### config.mk
export PLATFORM = sky130hd
export DESIGN_NAME = byte_bitrev_vunit
export DESIGN_NICKNAME = d
export VERILOG_FILES = /design/src/rtl/brv_pkg.sv /design/src/rtl/brv_byte_rev.sv /design/src/rtl/brv_lane_sel.sv /design/src/rtl/brv_ctrl.sv /design/src/rtl/byte_bitrev_vunit.sv
export SDC_FILE = /design/constraint.sdc
export NUM_CORES = 1
export LEC_CHECK = 0
export BUFFER_PORTS_ARGS = -buffer_cell sky130_fd_sc_hd__buf_2
export CORE_UTILIZATION = 25
export CTS_CLUSTER_SIZE = 12
export DETAILED_ROUTE_END_ITERATION = 10
export RECOVER_POWER = 100
export SLEW_MARGIN = 10
export SYNTH_ARGS = -nofsm -noshare
export SYNTH_HDL_FRONTEND = slang
export SYNTH_SLANG_ARGS = --single-unit
### constraint.sdc
create_clock -name clk -period 7.35 [get_ports clk]
set_input_delay 1.1025 -clock clk [delete_from_list [all_inputs] [get_ports clk]]
set_output_delay 1.1025 -clock clk [all_outputs]
set_load 0.1 [all_outputs]
### src/rtl/brv_pkg.sv
package brv_pkg;

    typedef enum logic [1:0] {
        ST_IDLE = 2'd0,
        ST_WALK = 2'd1,
        ST_TAIL = 2'd2,
        ST_FIN  = 2'd3
    } brv_state_e;

    typedef enum logic [1:0] {
        EW_8  = 2'd0,
        EW_16 = 2'd1,
        EW_32 = 2'd2,
        EW_64 = 2'd3
    } brv_ew_e;

    typedef struct packed {
        logic    all_active;
        logic    tail_agn;
        logic    mask_agn;
        brv_ew_e ew;
    } brv_ctl_t;

endpackage

### src/rtl/brv_byte_rev.sv
// Mirrors the bit order inside every byte of a wide word.
module brv_byte_rev #(
    parameter int NBYTES = 16
) (
    input  logic [NBYTES*8-1:0] din,
    output logic [NBYTES*8-1:0] dout
);
    for (genvar b = 0; b < NBYTES; b++) begin : g_byte
        for (genvar k = 0; k < 8; k++) begin : g_bit
            assign dout[b*8 + k] = din[b*8 + 7 - k];
        end
    end
endmodule

### src/rtl/brv_lane_sel.sv
// Per-byte ownership: which bytes belong to the current element, and
// which bytes lie at or beyond the effective length.
module brv_lane_sel #(
    parameter int NBYTES = 16,
    parameter int CNTW   = 5
) (
    input  brv_pkg::brv_ew_e  ew,
    input  logic [CNTW-1:0]   idx,
    input  logic [CNTW-1:0]   evl,
    output logic [NBYTES-1:0] elem_hit,
    output logic [NBYTES-1:0] tail_hit
);
    for (genvar b = 0; b < NBYTES; b++) begin : g_lane
        logic [CNTW-1:0] owner;
        assign owner       = CNTW'(b) >> ew;
        assign elem_hit[b] = (owner == idx);
        assign tail_hit[b] = (owner >= evl);
    end
endmodule

### src/rtl/brv_ctrl.sv
// Sequencer: IDLE -> WALK -> TAIL -> FIN -> IDLE, or IDLE -> FIN on skip.
module brv_ctrl
    import brv_pkg::*;
#(
    parameter int CNTW = 5
) (
    input  logic            clk,
    input  logic            rst_n,
    input  logic            start,
    input  logic [CNTW-1:0] vs_in,
    input  logic [CNTW-1:0] evl_in,
    output brv_state_e      state_o,
    output logic [CNTW-1:0] idx_o,
    output logic [CNTW-1:0] evl_o,
    output logic            accept,
    output logic            busy,
    output logic            done,
    output logic            walk_en,
    output logic            tail_en
);
    brv_state_e      state_q, state_d;
    logic [CNTW-1:0] idx_q, evl_q;
    logic            skip, last;

    assign skip = (evl_in == '0) || (vs_in >= evl_in);
    assign last = (idx_q == evl_q - CNTW'(1));

    // state register
    always_ff @(posedge clk) begin
        if (!rst_n) state_q <= ST_IDLE;
        else        state_q <= state_d;
    end

    // next state
    always_comb begin
        state_d = state_q;
        unique case (state_q)
            ST_IDLE: if (start) state_d = skip ? ST_FIN : ST_WALK;
            ST_WALK: if (last)  state_d = ST_TAIL;
            ST_TAIL: state_d = ST_FIN;
            ST_FIN:  state_d = ST_IDLE;
        endcase
    end

    // element index and latched length
    always_ff @(posedge clk) begin
        if (!rst_n) begin
            idx_q <= '0;
            evl_q <= '0;
        end else begin
            unique case (state_q)
                ST_IDLE: if (start) begin
                    idx_q <= skip ? '0 : vs_in;
                    evl_q <= evl_in;
                end
                ST_WALK: if (!last) idx_q <= idx_q + CNTW'(1);
                ST_TAIL: idx_q <= '0;
                ST_FIN:  idx_q <= '0;
            endcase
        end
    end

    // outputs
    always_comb begin
        accept  = (state_q == ST_IDLE) && start;
        busy    = (state_q == ST_WALK) || (state_q == ST_TAIL);
        done    = (state_q == ST_FIN);
        walk_en = (state_q == ST_WALK);
        tail_en = (state_q == ST_TAIL);
    end

    assign state_o = state_q;
    assign idx_o   = idx_q;
    assign evl_o   = evl_q;
endmodule

### src/rtl/byte_bitrev_vunit.sv
module byte_bitrev_vunit
    import brv_pkg::*;
#(
    parameter int VLEN = 128,
    localparam int NBYTES = VLEN / 8,
    localparam int CNTW   = $clog2(NBYTES + 1),
    localparam int IW     = (NBYTES > 1) ? $clog2(NBYTES) : 1
) (
    input  logic              clk,
    input  logic              rst_n,
    input  logic              start,
    input  logic [1:0]        width_code,
    input  logic [CNTW-1:0]   vl,
    input  logic [CNTW-1:0]   vstart,
    input  logic              all_active,
    input  logic              tail_agn,
    input  logic              mask_agn,
    input  logic [NBYTES-1:0] elem_mask,
    input  logic [VLEN-1:0]   src_img,
    input  logic [VLEN-1:0]   old_img,
    output logic              busy,
    output logic              done,
    output logic [CNTW-1:0]   cur_index,
    output logic [VLEN-1:0]   dst_img
);
    brv_ctl_t          ctl_q;
    logic [VLEN-1:0]   src_q, dst_q, rev_w, dst_d;
    logic [NBYTES-1:0] mask_q, elem_hit, tail_hit;
    logic [CNTW-1:0]   total_in, evl_in, idx, evl;
    logic              accept, walk_en, tail_en, elem_on;
    brv_state_e        state;

    // effective length: clamp to element count of the requested width
    assign total_in = CNTW'(NBYTES) >> width_code;
    assign evl_in   = (vl > total_in) ? total_in : vl;

    brv_ctrl #(.CNTW(CNTW)) u_ctrl (
        .clk(clk), .rst_n(rst_n), .start(start),
        .vs_in(vstart), .evl_in(evl_in),
        .state_o(state), .idx_o(idx), .evl_o(evl),
        .accept(accept), .busy(busy), .done(done),
        .walk_en(walk_en), .tail_en(tail_en)
    );

    brv_byte_rev #(.NBYTES(NBYTES)) u_rev (.din(src_q), .dout(rev_w));

    brv_lane_sel #(.NBYTES(NBYTES), .CNTW(CNTW)) u_sel (
        .ew(ctl_q.ew), .idx(idx), .evl(evl),
        .elem_hit(elem_hit), .tail_hit(tail_hit)
    );

    assign elem_on = ctl_q.all_active || mask_q[idx[IW-1:0]];

    for (genvar b = 0; b < NBYTES; b++) begin : g_merge
        always_comb begin
            dst_d[b*8 +: 8] = dst_q[b*8 +: 8];
            if (walk_en && elem_hit[b]) begin
                if (elem_on)             dst_d[b*8 +: 8] = rev_w[b*8 +: 8];
                else if (ctl_q.mask_agn) dst_d[b*8 +: 8] = 8'hFF;
            end else if (tail_en && tail_hit[b] && ctl_q.tail_agn) begin
                dst_d[b*8 +: 8] = 8'hFF;
            end
        end
    end

    always_ff @(posedge clk) begin
        if (!rst_n) begin
            ctl_q  <= '0;
            src_q  <= '0;
            dst_q  <= '0;
            mask_q <= '0;
        end else if (accept) begin
            ctl_q  <= '{all_active: all_active, tail_agn: tail_agn,
                        mask_agn: mask_agn, ew: brv_ew_e'(width_code)};
            src_q  <= src_img;
            dst_q  <= old_img;
            mask_q <= elem_mask;
        end else begin
            dst_q  <= dst_d;
        end
    end

    assign cur_index = idx;
    assign dst_img   = dst_q;

    logic unused_state;
    assign unused_state = ^state;
endmodule

---- After elaboration in Yosys (flattened, before gate mapping) ----
Index checks and enable logic that the tools add are counted.
W data, S select, Z words.
cells by class
  add/sub/neg operators ................... 2
  multiply operators ...................... 0
  divide/modulo/power cells ............... 0
  order comparisons ....................... 19
  equality and inequality tests ........... 39
  shifts and indexed selects .............. 17
  mux-type cells .......................... 61
  bitwise logic cells ..................... 0
  reductions and logical operators ........ 90
operators by type and width
  cell                   number
  $mux W8                49
  $mux W128              1
  $eq A5 B5 Y1           17
  $ge A5 B5 Y1           17
  $ne A4 B4 Y1 const B   16
  $logic_and A1 B1 Y1    49
  $reduce_bool A3 Y1     16
  $shr A4 B2 Y5 const A  8
  $reduce_and A2 Y1      19
  $mux W5                4
  $shr A3 B2 Y5 const A  4
  $pmux W5 S3            1
  $shr A1 B2 Y5 const A  2
  $shr A2 B2 Y5 const A  2
  $pmux W2 S4            1
  $mux W2                3
  $add A5 B1 Y5 const B  1
  $gt A5 B5 Y1           1
  $logic_not A5 Y1       1
  $lt A4 B5 Y1 const B   1
  $shr A5 B2 Y5 const A  1
  $sub A5 B1 Y5 const B  1
  $bmux W1 S4            1
  $eq A2 B2 Y1 const B   2
  7 further kinds        10
storage, ports and cells
  register bits after elaboration ......... 289
  latch bits .............................. 0
  bits in writable memories ............... 0
  bits in read-only memories .............. 0
  input bits .............................. 290
  word-level logic and storage cells ...... 253
  memories ................................ 0

---- Depth between registers and ports, before layout ----
Gate-level depths: netlist (run 1).
  depth after elaboration ................. 8
  depth in mapped cells ................... 15
  mapped depth without buffers ............ 15

---- By module ----
From an unflattened synthesis (run 1), not the netlist that was laid out.
unflattened totals
  cells, all modules ...................... 1665
  area total of the unflattened synthesis .. 17154.0 µm²
by module, submodules not included
  module             times used  cells each  area an instance (µm²)  sequential area each (µm²)
  byte_bitrev_vunit  1           1275        14144.8                 5545.3
  brv_lane_sel       1           147         1132.3                  0.0
  brv_byte_rev       1           128         960.9                   0.0
  brv_ctrl           1           115         915.9                   240.2

---- Worst setup path after synthesis (run 1) ----
No wires, ideal clock.
  kind .................................... input to register
  start ................................... input width_code[1]
  end ..................................... register u_ctrl.idx_q[4] (netlist: u_ctrl.idx_o[4])
  library setup time ...................... 0.091 ns
  arrival time ............................ 3.963 ns
  slack ................................... 3.295 ns
  stages on the path ...................... 14
  path buffers ............................ 0
  cells stage by stage .................... nor2_1 > inv_1 > ha_1 > nor2_1 > a211oi_1 > o21ai_0 > mux2_2 > ha_1 > o21ai_0 > a21o_1 > a21oi_1 > nor4_1 > nand2_1 > a311oi_1
between the ends
  longest elaborated chain between the ends .. 8
  elaborated cells between the ends (all ways) .. 9
  those cells by class .................... order compare: 2; shift: 1; mux: 4; reduce/logical: 2
RTL lines
  what                                                     line                     text
  start: declaration                                       byte_bitrev_vunit.sv:12  input logic [1:0] width_code,
  $shr A5 B2 Y5 *                                          byte_bitrev_vunit.sv:34  assign total_in = CNTW'(NBYTES) >> width_code;
  $gt A5 B5 Y1                                             byte_bitrev_vunit.sv:35  assign evl_in = (vl > total_in) ? total_in : vl;
  $mux W5 *                                                byte_bitrev_vunit.sv:35
  $ge A5 B5 Y1 / $logic_not A5 Y1 (equally long branches)  brv_ctrl.sv:25           assign skip = (evl_in == '0) || (vs_in >= evl_in);
  $logic_or A1 B1 Y1 *                                     brv_ctrl.sv:25
  $mux W5 *                                                brv_ctrl.sv:53           idx_q <= skip ? '0 : vs_in;
  $mux W5 *                                                brv_ctrl.sv:52           ST_IDLE: if (start) begin
  $pmux W5 S3 *                                            brv_ctrl.sv:51           unique case (state_q)
  end signal: assignment                                   brv_ctrl.sv:53
  end signal: assignment                                   brv_ctrl.sv:56           ST_WALK: if (!last) idx_q <= idx_q + CNTW'(1);
  end: declaration                                         brv_ctrl.sv:22           logic [CNTW-1:0] idx_q, evl_q;
Every way passes the cells marked *; elsewhere a longest branch is shown, timed or not. The select of a mux whose other input is x is not followed.
A chain may end at the register's enable or synchronous reset.

---- Worst setup path after layout (run 1) ----
  start ................................... register u_ctrl.state_q[0] (netlist: u_ctrl.state_o[0])
  end ..................................... register dst_q[4] (netlist: dst_img[4])
between the ends
  longest elaborated chain between the ends .. 5
  elaborated cells between the ends (all ways) .. 12
  those cells by class .................... eq/ne: 3; mux: 2; reduce/logical: 7
RTL lines
  what                              line                     text
  start: declaration                brv_ctrl.sv:21           brv_state_e state_q, state_d;
  start signal: assignment          brv_ctrl.sv:31           else state_q <= state_d;
  $eq A2 B2 Y1                      brv_ctrl.sv:69           tail_en = (state_q == ST_TAIL);
  $logic_and A1 B1 Y1 (2 in a row)  byte_bitrev_vunit.sv:60  end else if (tail_en && tail_hit[b] && ctl_q.tail_agn) begin
  $reduce_bool A3 Y1 (no line)      --
  $reduce_and A2 Y1 (no line)       --
  end signal: assignment            byte_bitrev_vunit.sv:76  dst_q <= old_img;
  end signal: assignment            byte_bitrev_vunit.sv:79  dst_q <= dst_d;
  end: declaration                  byte_bitrev_vunit.sv:27  logic [VLEN-1:0] src_q, dst_q, rev_w, dst_d;
Several ways; a longest one is shown, not always the timed one.

==> summary.txt, run 1 <==
Outcome
  • Status: complete, but fails checks
  • Failing checks: max-capacitance violations, max-slew violations

STA
  • Fmax: 187 MHz
  • Worst-Margin Slew: 4.03 ns
  • RSZ-0062 raised after global routing: false
  • Minimum clock period: 5.35 ns
  • Setup-failing EPs final: 0
  • Worst slew margin: -169%
  • Clk_skew: 0.0115 ns
  • Final Cycle Share: 72.7%
  • Final Max Tran Viols: 231
  • Final Hold Vio Count: 0
  • Setup TNS: 0 ns

Yosys
  • Leading post-synthesis cells by cell area: dfxtp_1 45%, nand2_1 9.7%, a21oi_1 7.2%
  • Compound-Gate Fraction of Synth Area: 24.1%
  • Mapped Area: 12,900 um^2
  • Xor/xnor share of the synthesized area: 1.97%
  • Synth Area in Adders: 4.47%
  • Cell taking the most area after synthesis: dfxtp_1
  • Mux cell area share after synthesis: 1.46%
  • Distinct cells, synth: 63
  • Sequential cell area fraction in the yosys report: 44.9%
  • Mean Syn Cell Area: 8.24 um^2
  • Syn nets: 1,898
  • Synth top area share: 44.9%
  • Synth cell count leaders: 334 x nand2_1, 289 x dfxtp_1, 185 x a21oi_1
  • Synth Flop Type: dfxtp_1
  • Synth Area in Simple Gates: 16.8%
  • Synth async-reset ratio: 0%
  • Post-synth EDFFs: 0
  • Synthesis-stage register bit count: 289
  • Main combinational cell family by area after synthesis: compound AO/OA/AOI/OAI gates
  • Syn. warnings: 0
  • Most frequent cell after synthesis: nand2_1
  • Mapped Cells: 1,562

Hold path
  • HP Class: flip-flop to flip-flop
  • WHS Path Cells: 2

Power and ir drop
  • Switching Fraction: 50.6%
  • Cell Int Power: 3.70 mW
  • Pwr Total: 7.50 mW
  • Pwr dens: 454 nW/um^2
  • Clock power share: 22.9%
  • Comb pwr share: 47.7%
  • Switching power: 3.80 mW
  • Peak VDD IR: 228 uV
  • Reg power frac: 29.4%
  • Pleak: 6.55 nW

Clock network
  • # clock sinks: 289
  • Clock buffer depth: 3
  • CTS H-tree lvls: 2
  • # hold bufs at CTS: 0
  • Num CTS Buffers: 35
  • Clock slew at reported path FFs: 0.06 ns
  • Post-CTS setup buffer count: 0
  • Clock root cell: clkbuf_16
  • Clock Latency Late Sink: 0.54 ns
  • CTS tree: built
  • Post-cts sizing count: 0

Worst setup path
  • FF-to-FF End: dst_img[4]
  • Reg2reg start: u_ctrl.state_o[0]
  • Register-to-Register Path Depth: 7
  • CP Max Fanout: 70
  • Crit Path Class: flip-flop to flip-flop
  • Arrival @ worst endpoint: 5.74 ns
  • CP max stage cell: clkbuf_1
  • Req. time, crit path: 7.74 ns
  • Reg2Reg Setup Slack: 2.00 ns
  • Crit path from: u_ctrl.state_o[0]
  • Delay of the slowest critical-path stage: 2.21 ns
  • CP endpoint kind: flip-flop
  • Startpoint types: flip-flop
  • Cell Chain, Critical Path: inv_1 -> ha_1 -> nand2_4 -> clkbuf_1 -> a31oi_1 -> o221ai_1 -> a21oi_1
  • Critical path capture point: dst_img[4]

Routing
  • Drc violations: 0
  • DRT Wirelength: 44.1 mm
  • 1st-pass router iterations: 5
  • Antenna Nets Post-Route: 0
  • Via count: 12,727
  • Routed WL per cell: 16.7 um
  • DR vias/cell: 4.83
  • DRC violation total after the first TritonRoute iteration: 646

Die
  • Die W: 229 um
  • Starting density of the core: 25.5%
  • Die H: 229 um
  • Core Region: 50,500 um^2
  • I/O pin total: 425
  • Row count: 82
  • Die ar.: 52,400 um^2

Global routing
  • Vias in the first global route: 12,626
  • Largest net degree at the start of global routing: 93
  • Antenna violations before repair: 7
  • GRT overflow: 0
  • All-Layer GR Usage: 16.4%
  • First-pass GRT wire length: 68.8 mm

Finish
  • Nets@finish: 2,270
  • Post-Layout Cell Count: 2,635
  • Layout cells sized above 1: 20.9%
  • Final instance area: 16,500 um^2
  • P&R area growth vs syn: 28.3%

Flow run
  • Max_cap viols: 3

Place
  • PortBufs: 424
  • Placed cells: 2,569
  • Hpwl dp: 31.7 mm
  • RePlAce Congestion: 0.901
  • Placed cell area: 15,500 um^2
[worst max-delay path: cells and delay by family (launching register included)]
kind / cells / cell delay (ns)
compound gates: 3 / 1.63
simple gates: 1 / 0.58
flops: 1 / 0.38
fa+ha+maj: 1 / 0.27
buf+inv: 2 / 2.31
[state kept, by name, summed over array words and instances, names as in the netlist]
| signal | flops |
|---|---|
| dst_img | 128 |
| u_ctrl.state_o | 2 |
| u_ctrl.idx_o | 5 |
| ctl_q | 5 |
| u_ctrl.evl_o | 5 |
| mask_q | 16 |
| src_q | 128 |
[power groups by stage]
stage	registers [mW]	clock network, mW	logic, mW
finish	2.21	1.71	3.58
global route	2.25	1.83	3.81
CTS	2.20	1.77	3.66
detailed placement	2.23	0	3.65
global placement	2.21	0	3.61
floorplan	3.77	0	1.32
[worst min path at each step]
stage,startpoint,end,slack [ns]
2_1_floorplan,src_q[3],dst_img[4],0.43
3_3_place_gp,src_q[1],dst_img[6],0.43
3_5_place_dp,dst_img[127],dst_img[127],0.44
4_1_cts,dst_img[127],dst_img[127],0.45
5_1_grt,src_q[105],src_q[105],0.47
6_report,src_q[2],dst_img[5],0.44
[kinds of logic (layout without fill, tap and decap cells)]
group	Yosys count	in the layout
flip-flops	289	289
multiplexers	13	13
AND/OR/NAND/NOR	521	521
adder cells (fa/ha/maj)	46	46
XOR/XNOR	29	29
buffers and inverters	212	608
other	0	5
AO/OA/AOI/OAI	452	452
[per-stage QoR]
| step | setup slack, ns | utilization (%) | hold slack [ns] |
|---|---|---|---|
| after CTS | 3.17 | 33.1 | 0.447 |
| after floorplan | 3.30 | - | 0.425 |
| after global placement | 2.79 | 30.8 | 0.430 |
| final | 2.00 | 32.7 | 0.442 |
| after global routing | 1.48 | 32.7 | 0.466 |
| after detailed placement | 2.59 | 30.8 | 0.437 |
[cell usage in the layout (no fill, tap or decap), types with 4 or more instances in the layout]
| master | count |
|---|---|
| nor3_1 | 10 |
| diode_2 | 5 |
| dfxtp_1 | 289 |
| a221oi_1 | 31 |
| mux2_1 | 4 |
| o22ai_1 | 9 |
| buf_2 | 287 |
| nor2_1 | 112 |
| clkbuf_16 | 37 |
| nor4_1 | 6 |
| nand2b_1 | 9 |
| o221ai_1 | 44 |
| or3_1 | 4 |
| ha_1 | 46 |
| xor2_1 | 11 |
| xnor2_1 | 18 |
| buf_4 | 5 |
| nand4_1 | 5 |
| clkbuf_1 | 146 |
| o21a_1 | 34 |
| a211oi_1 | 7 |
| clkinvlp_4 | 4 |
| clkbuf_8 | 8 |
| nand2_1 | 333 |
| a21oi_1 | 186 |
| inv_1 | 114 |
| nand3_1 | 13 |
| o21ai_0 | 55 |
| a31oi_1 | 8 |
| nor2b_1 | 9 |
| o221a_1 | 8 |
| clkinv_2 | 4 |
| o221a_2 | 40 |
| mux4_2 | 4 |
[cell type report]
cell class | instances | area [um^2]
multi-input combinational | 1061 | 6290
clock inverter | 10 | 88.8
inverter | 115 | 437
clock buffer | 51 | 1060
sequential | 289 | 5790
tap | 672 | 841
fill | 5461 | 34000
antenna | 5 | 12.5
timing repair buffer | 432 | 2000
[layer usage]
metal | track usage (%) | wire [um] | vias up
li1 | - | - | 6195
met1 | 19.7 | 18700 | 5966
met2 | 28.0 | 21000 | 469
met3 | 4.07 | 3070 | 91
met4 | 6.23 | 1270 | 6
met5 | 0 | 43 | -
Power figures use the tool's default switching activity.
==> run 2, diff against run 1 <==
clock period = 5.5 ns   (was 7.35 ns; I/O delays follow)
==> run 2 against run 1 <==
  * The flow still finishes with violations (max-capacitance violations, max-slew violations)
  * Clock power rose by 33%
  * First-iteration DRC count rose by 10%
  * Power rose by 33%
  * Largest cell class unchanged
  * Sequential share of layout area rose by 0.085 points
  * Design area fell by 0.24%
  * Highest routed layer unchanged
  * Combinational power rose by 33%
  * Cell count barely moved
==> summary.txt, run 2 (same netlist as run 1, synthesis figures left out) <==
Finish
  • P&R area growth vs syn: 28.0%
  • Filler instances: 5,483
  • Leading cell type in the layout, fill and taps excluded: nand2_1
  • Layout cells sized above 1: 20.8%
  • Final instance area: 16,500 um^2
  • Most frequent cells in the layout: 333 x nand2_1, 289 x dfxtp_1, 287 x buf_2
  • Nets@finish: 2,272

Clock network
  • Clock buffer depth: 3
  • Clock slew at reported path FFs: 0.06 ns
  • Post-cts sizing count: 0
  • Num CTS Buffers: 35
  • Clock root cell: clkbuf_16
  • Post-CTS setup buffer count: 0
  • Clock Latency Late Sink: 0.53 ns
  • # clock sinks: 289
  • CTS tree: built
  • # hold bufs at CTS: 0
  • CTS H-tree lvls: 2

Die
  • Die H: 229 um
  • I/O pin total: 425
  • Starting density of the core: 25.5%
  • Die ar.: 52,400 um^2
  • Die W: 229 um
  • Row count: 82
  • Core Region: 50,500 um^2

Worst setup path
  • Worst path bufs/invs: 1
  • CP dominant cell by count: nor2_1
  • Crit Path Class: flip-flop to flip-flop
  • Delay of the slowest critical-path stage: 1.03 ns
  • CP max stage cell: clkbuf_1
  • Cell Chain, Critical Path: clkbuf_1 -> mux4_2 -> mux2_1 -> nor4_1 -> o311ai_1 -> nor2_1 -> nor2_1
  • Req. time, crit path: 5.90 ns
  • Arrival @ worst endpoint: 4.83 ns
  • Top delay family on crit path: simple AND/OR/NAND/NOR gates
  • CP Max Fanout: 22
  • Startpoint types: flip-flop
  • CP endpoint kind: flip-flop

STA
  • Setup TNS: 0 ns
  • Final Max Tran Viols: 143
  • Clk_skew: 0.0183 ns
  • RSZ-0062 raised after global routing: false
  • Worst slew margin: -44.1%
  • Final Cycle Share: 80.5%
  • Minimum clock period: 4.43 ns
  • Final Hold Vio Count: 0
  • Fmax: 226 MHz
  • Setup-failing EPs final: 0
  • Worst-Margin Slew: 2.16 ns

Power and ir drop
  • Pleak: 6.54 nW
  • Peak VDD IR: 279 uV
  • Reg power frac: 29.5%
  • Switching power: 5.06 mW
  • Cell Int Power: 4.91 mW
  • Switching Fraction: 50.8%
  • Clock power share: 22.8%
  • Comb pwr share: 47.7%
  • Pwr dens: 605 nW/um^2

Routing
  • Via count: 12,688
  • Antenna Nets Post-Route: 0
  • DRC violation total after the first TritonRoute iteration: 713
  • 1st-pass router iterations: 5
  • DR vias/cell: 4.82
  • Drc violations: 0
  • Routed WL per cell: 16.7 um
  • DRT Wirelength: 44.1 mm

Global routing
  • First-pass GRT wire length: 68.2 mm
  • GRT overflow: 0
  • Antenna violations before repair: 11
  • Largest net degree at the start of global routing: 94
  • Vias in the first global route: 12,385
  • All-Layer GR Usage: 16.3%

Place
  • RePlAce Congestion: 0.867
  • PortBufs: 424
  • Hpwl dp: 31.8 mm
  • Placed cell area: 15,600 um^2

Flow run
  • Max_cap viols: 3

Outcome
  • Status: complete, but fails checks
  • Failing checks: max-capacitance violations, max-slew violations

Hold path
  • HP Class: flip-flop to flip-flop
[run 2: cell count changes in the layout (fill, tap and decap cells not counted), sizes merged]
cell / delta
clkinvlp: +1
clkbuf: -7
buf: +3
bufinv: +1
diode: +1
[run 2: layout make-up]
class                           count  area, um^2  share of cell area [%]
Sequential cell                   289        5790                    35.1
Tap cell                          672         841                    5.10
Multi-Input combinational cell   1061        6250                    38.0
Clock inverter                     12         126                   0.767
Timing Repair Buffer              434        2020                    12.3
Antenna cell                        6        15.0                  0.0911
Inverter                          115         437                    2.65
Clock buffer                       45         996                    6.05
[run 2: power groups by stage]
stage | combinational, mW | clock, mW | sequential (mW)
3_5_place_dp | 4.88 | 0 | 2.97
5_1_grt | 5.05 | 2.44 | 3.00
4_1_cts | 4.89 | 2.34 | 2.93
3_3_place_gp | 4.83 | 0 | 2.95
6_report | 4.76 | 2.27 | 2.94
2_1_floorplan | 1.77 | 0 | 5.03
[run 2: path summary, 6_finish.rpt]
path	to	start	slack (ns)	cells past startpoint
worst max-delay path	dst_img[94]	u_ctrl.idx_o[0]	1.07	7
worst max register to register	dst_img[94]	u_ctrl.idx_o[0]	1.07	7
worst min-delay path	dst_img[124]	dst_img[124]	0.44	2
worst min register to register	dst_img[124]	dst_img[124]	0.44	2
[run 2: worst min-delay path, delay by kind of cell (launching register included)]
kind	cells	cell delay, ns
AO/OA/AOI/OAI	1	0.05
buffers and inverters	1	0.05
flip-flops	1	0.30
[run 2: metrics by stage]
stage               setup slack, ns  hold WS, ns  cells  power [mW]  util (%)
floorplan                      1.72        0.425   1562        6.80         -
global placement               1.23        0.430   2571        7.78      30.8
detailed placement             1.05        0.436   2571        7.85      30.8
CTS                            1.64        0.443   2628        10.2      33.1
global route                  0.730        0.466   2632        10.5      32.6
finish                         1.07        0.444   2634        9.97      32.6
[run 2: metal layers]
| layer | GRT usage (%) | share of wire, % | vias up |
|---|---|---|---|
| met5 | 0 | 0.12 | - |
| met4 | 6.96 | 3.2 | 8 |
| met3 | 4.28 | 7.4 | 107 |
| met2 | 27.4 | 47 | 459 |
| met1 | 19.4 | 42 | 5937 |
| li1 | - | - | 6177 |
==> run 3, diff against run 2 <==
clock period = 4.3 ns   (was 5.5 ns; I/O delays follow)
==> run 3 against run 2 <==
  * The run still ends with max-capacitance violations, max-slew violations left
  * Critical path type unchanged
  * Sequential power grew 29%
  * Non-clock buffer count grew 3
  * Cell count grew 0.23%
  * Highest routed layer unchanged
  * Maximum frequency grew 20%
  * Global-route usage is essentially flat
  * Power grew 29%
==> summary.txt, run 3 (same netlist as run 1, synthesis figures left out) <==
Die
  • Core Region: 50,500 um^2
  • Row count: 82
  • Starting density of the core: 25.5%
  • I/O pin total: 425
  • Die ar.: 52,400 um^2
  • Die W: 229 um
  • Die H: 229 um

Clock network
  • Clock slew at reported path FFs: 0.06 ns
  • Clock Latency Late Sink: 0.54 ns
  • # hold bufs at CTS: 0
  • Post-CTS setup buffer count: 0
  • Clock root cell: clkbuf_16
  • # clock sinks: 289
  • Post-cts sizing count: 0
  • Num CTS Buffers: 34
  • CTS H-tree lvls: 2
  • Clock buffer depth: 3
  • CTS tree: built

Worst setup path
  • CP max stage cell: dfxtp_1
  • Worst path bufs/invs: 0
  • Req. time, crit path: 4.72 ns
  • CP endpoint kind: flip-flop
  • Startpoint types: flip-flop
  • CP Max Fanout: 22
  • Crit Path Class: flip-flop to flip-flop
  • Cell Chain, Critical Path: mux4_2 -> mux2i_1 -> a21oi_1 -> nand4_1 -> o221a_2 -> o21a_1
  • Delay of the slowest critical-path stage: 0.99 ns
  • Arrival @ worst endpoint: 4.11 ns
  • Top delay family on crit path: compound AO/OA/AOI/OAI gates

Routing
  • Drc violations: 0
  • DR vias/cell: 4.79
  • Via count: 12,656
  • Antenna Nets Post-Route: 0
  • DRC violation total after the first TritonRoute iteration: 654
  • Routed WL per cell: 16.7 um
  • 1st-pass router iterations: 5
  • DRT Wirelength: 44.0 mm

STA
  • Setup TNS: 0 ns
  • Fmax: 271 MHz
  • Minimum clock period: 3.69 ns
  • Final Max Tran Viols: 128
  • Worst-Margin Slew: 2.32 ns
  • Setup-failing EPs final: 0
  • Clk_skew: 0.0235 ns
  • Final Hold Vio Count: 0
  • Worst slew margin: -54.5%
  • RSZ-0062 raised after global routing: false
  • Final Cycle Share: 85.8%

Global routing
  • Vias in the first global route: 12,393
  • First-pass GRT wire length: 67.8 mm
  • GRT overflow: 0
  • Largest net degree at the start of global routing: 217
  • Antenna violations before repair: 8
  • All-Layer GR Usage: 16.3%

Hold path
  • HP Class: input pin to flip-flop

Outcome
  • Failing checks: max-capacitance violations, max-slew violations
  • Status: complete, but fails checks

Finish
  • Leading cell type in the layout, fill and taps excluded: nand2_1
  • Final instance area: 16,600 um^2
  • P&R area growth vs syn: 29.0%
  • Nets@finish: 2,274
  • Filler instances: 5,448
  • Layout cells sized above 1: 21.1%
  • Most frequent cells in the layout: 334 x nand2_1, 289 x dfxtp_1, 287 x buf_2

Place
  • Hpwl dp: 31.8 mm
  • Placed cell area: 15,600 um^2
  • RePlAce Congestion: 0.862
  • PortBufs: 424

Power and ir drop
  • Pwr dens: 777 nW/um^2
  • Peak VDD IR: 425 uV
  • Pleak: 6.61 nW

Flow run
  • Max_cap viols: 2
-- run 3: where the power goes --
| part | leakage, nW | internal [mW] | switching, mW |
|---|---|---|---|
| Clock | 0.583 | 1.87 | 1.15 |
| Combinational | 3.65 | 1.23 | 4.86 |
| Sequential | 2.38 | 3.33 | 0.459 |
| Total | 6.61 | 6.44 | 6.47 |
-- run 3: final cells by class --
type	instances	area [um^2]	area share (%)
flip-flops and latches	289	5790	34.8
inverters	115	437	2.63
repair buffers	437	2060	12.4
clock buffers	53	1060	6.36
multi-input cells	1061	6280	37.8
well taps	672	841	5.06
clock inverters	9	128	0.769
diodes	4	10.0	0.0603
-- run 3: metal layers --
layer  part of all wire (%)  GRT usage, %
met4                    3.2          7.23
met5                   0.12             0
met1                     42          19.2
met3                    7.0          3.98
met2                     48          27.9
-- run 3: worst paths after layout --
kind	startpoint	endpoint	slack, ns	cells after the start
max	u_ctrl.idx_o[1]	dst_img[42]	0.61	6
min	src_img[19]	src_q[19]	0.34	3
max reg2reg	u_ctrl.idx_o[1]	dst_img[42]	0.61	6
min reg2reg	dst_img[124]	dst_img[124]	0.44	2
-- run 3: metrics by stage --
step	instances	utilization [%]	power (mW)	hold WS (ns)	setup WS, ns
after floorplan	1562	-	8.70	0.425	0.703
after global placement	2574	30.9	9.97	0.431	0.539
after detailed placement	2574	30.9	10.1	0.433	0.346
after CTS	2636	33.3	13.2	0.302	0.861
after global routing	2638	32.9	13.6	0.327	0.474
final	2640	32.9	12.9	0.344	0.609
-- run 3: tightest hold or removal path: stages --
cell	delay [ns]
buf_2	0.09
nand2_1	0.05
a21oi_1	0.05
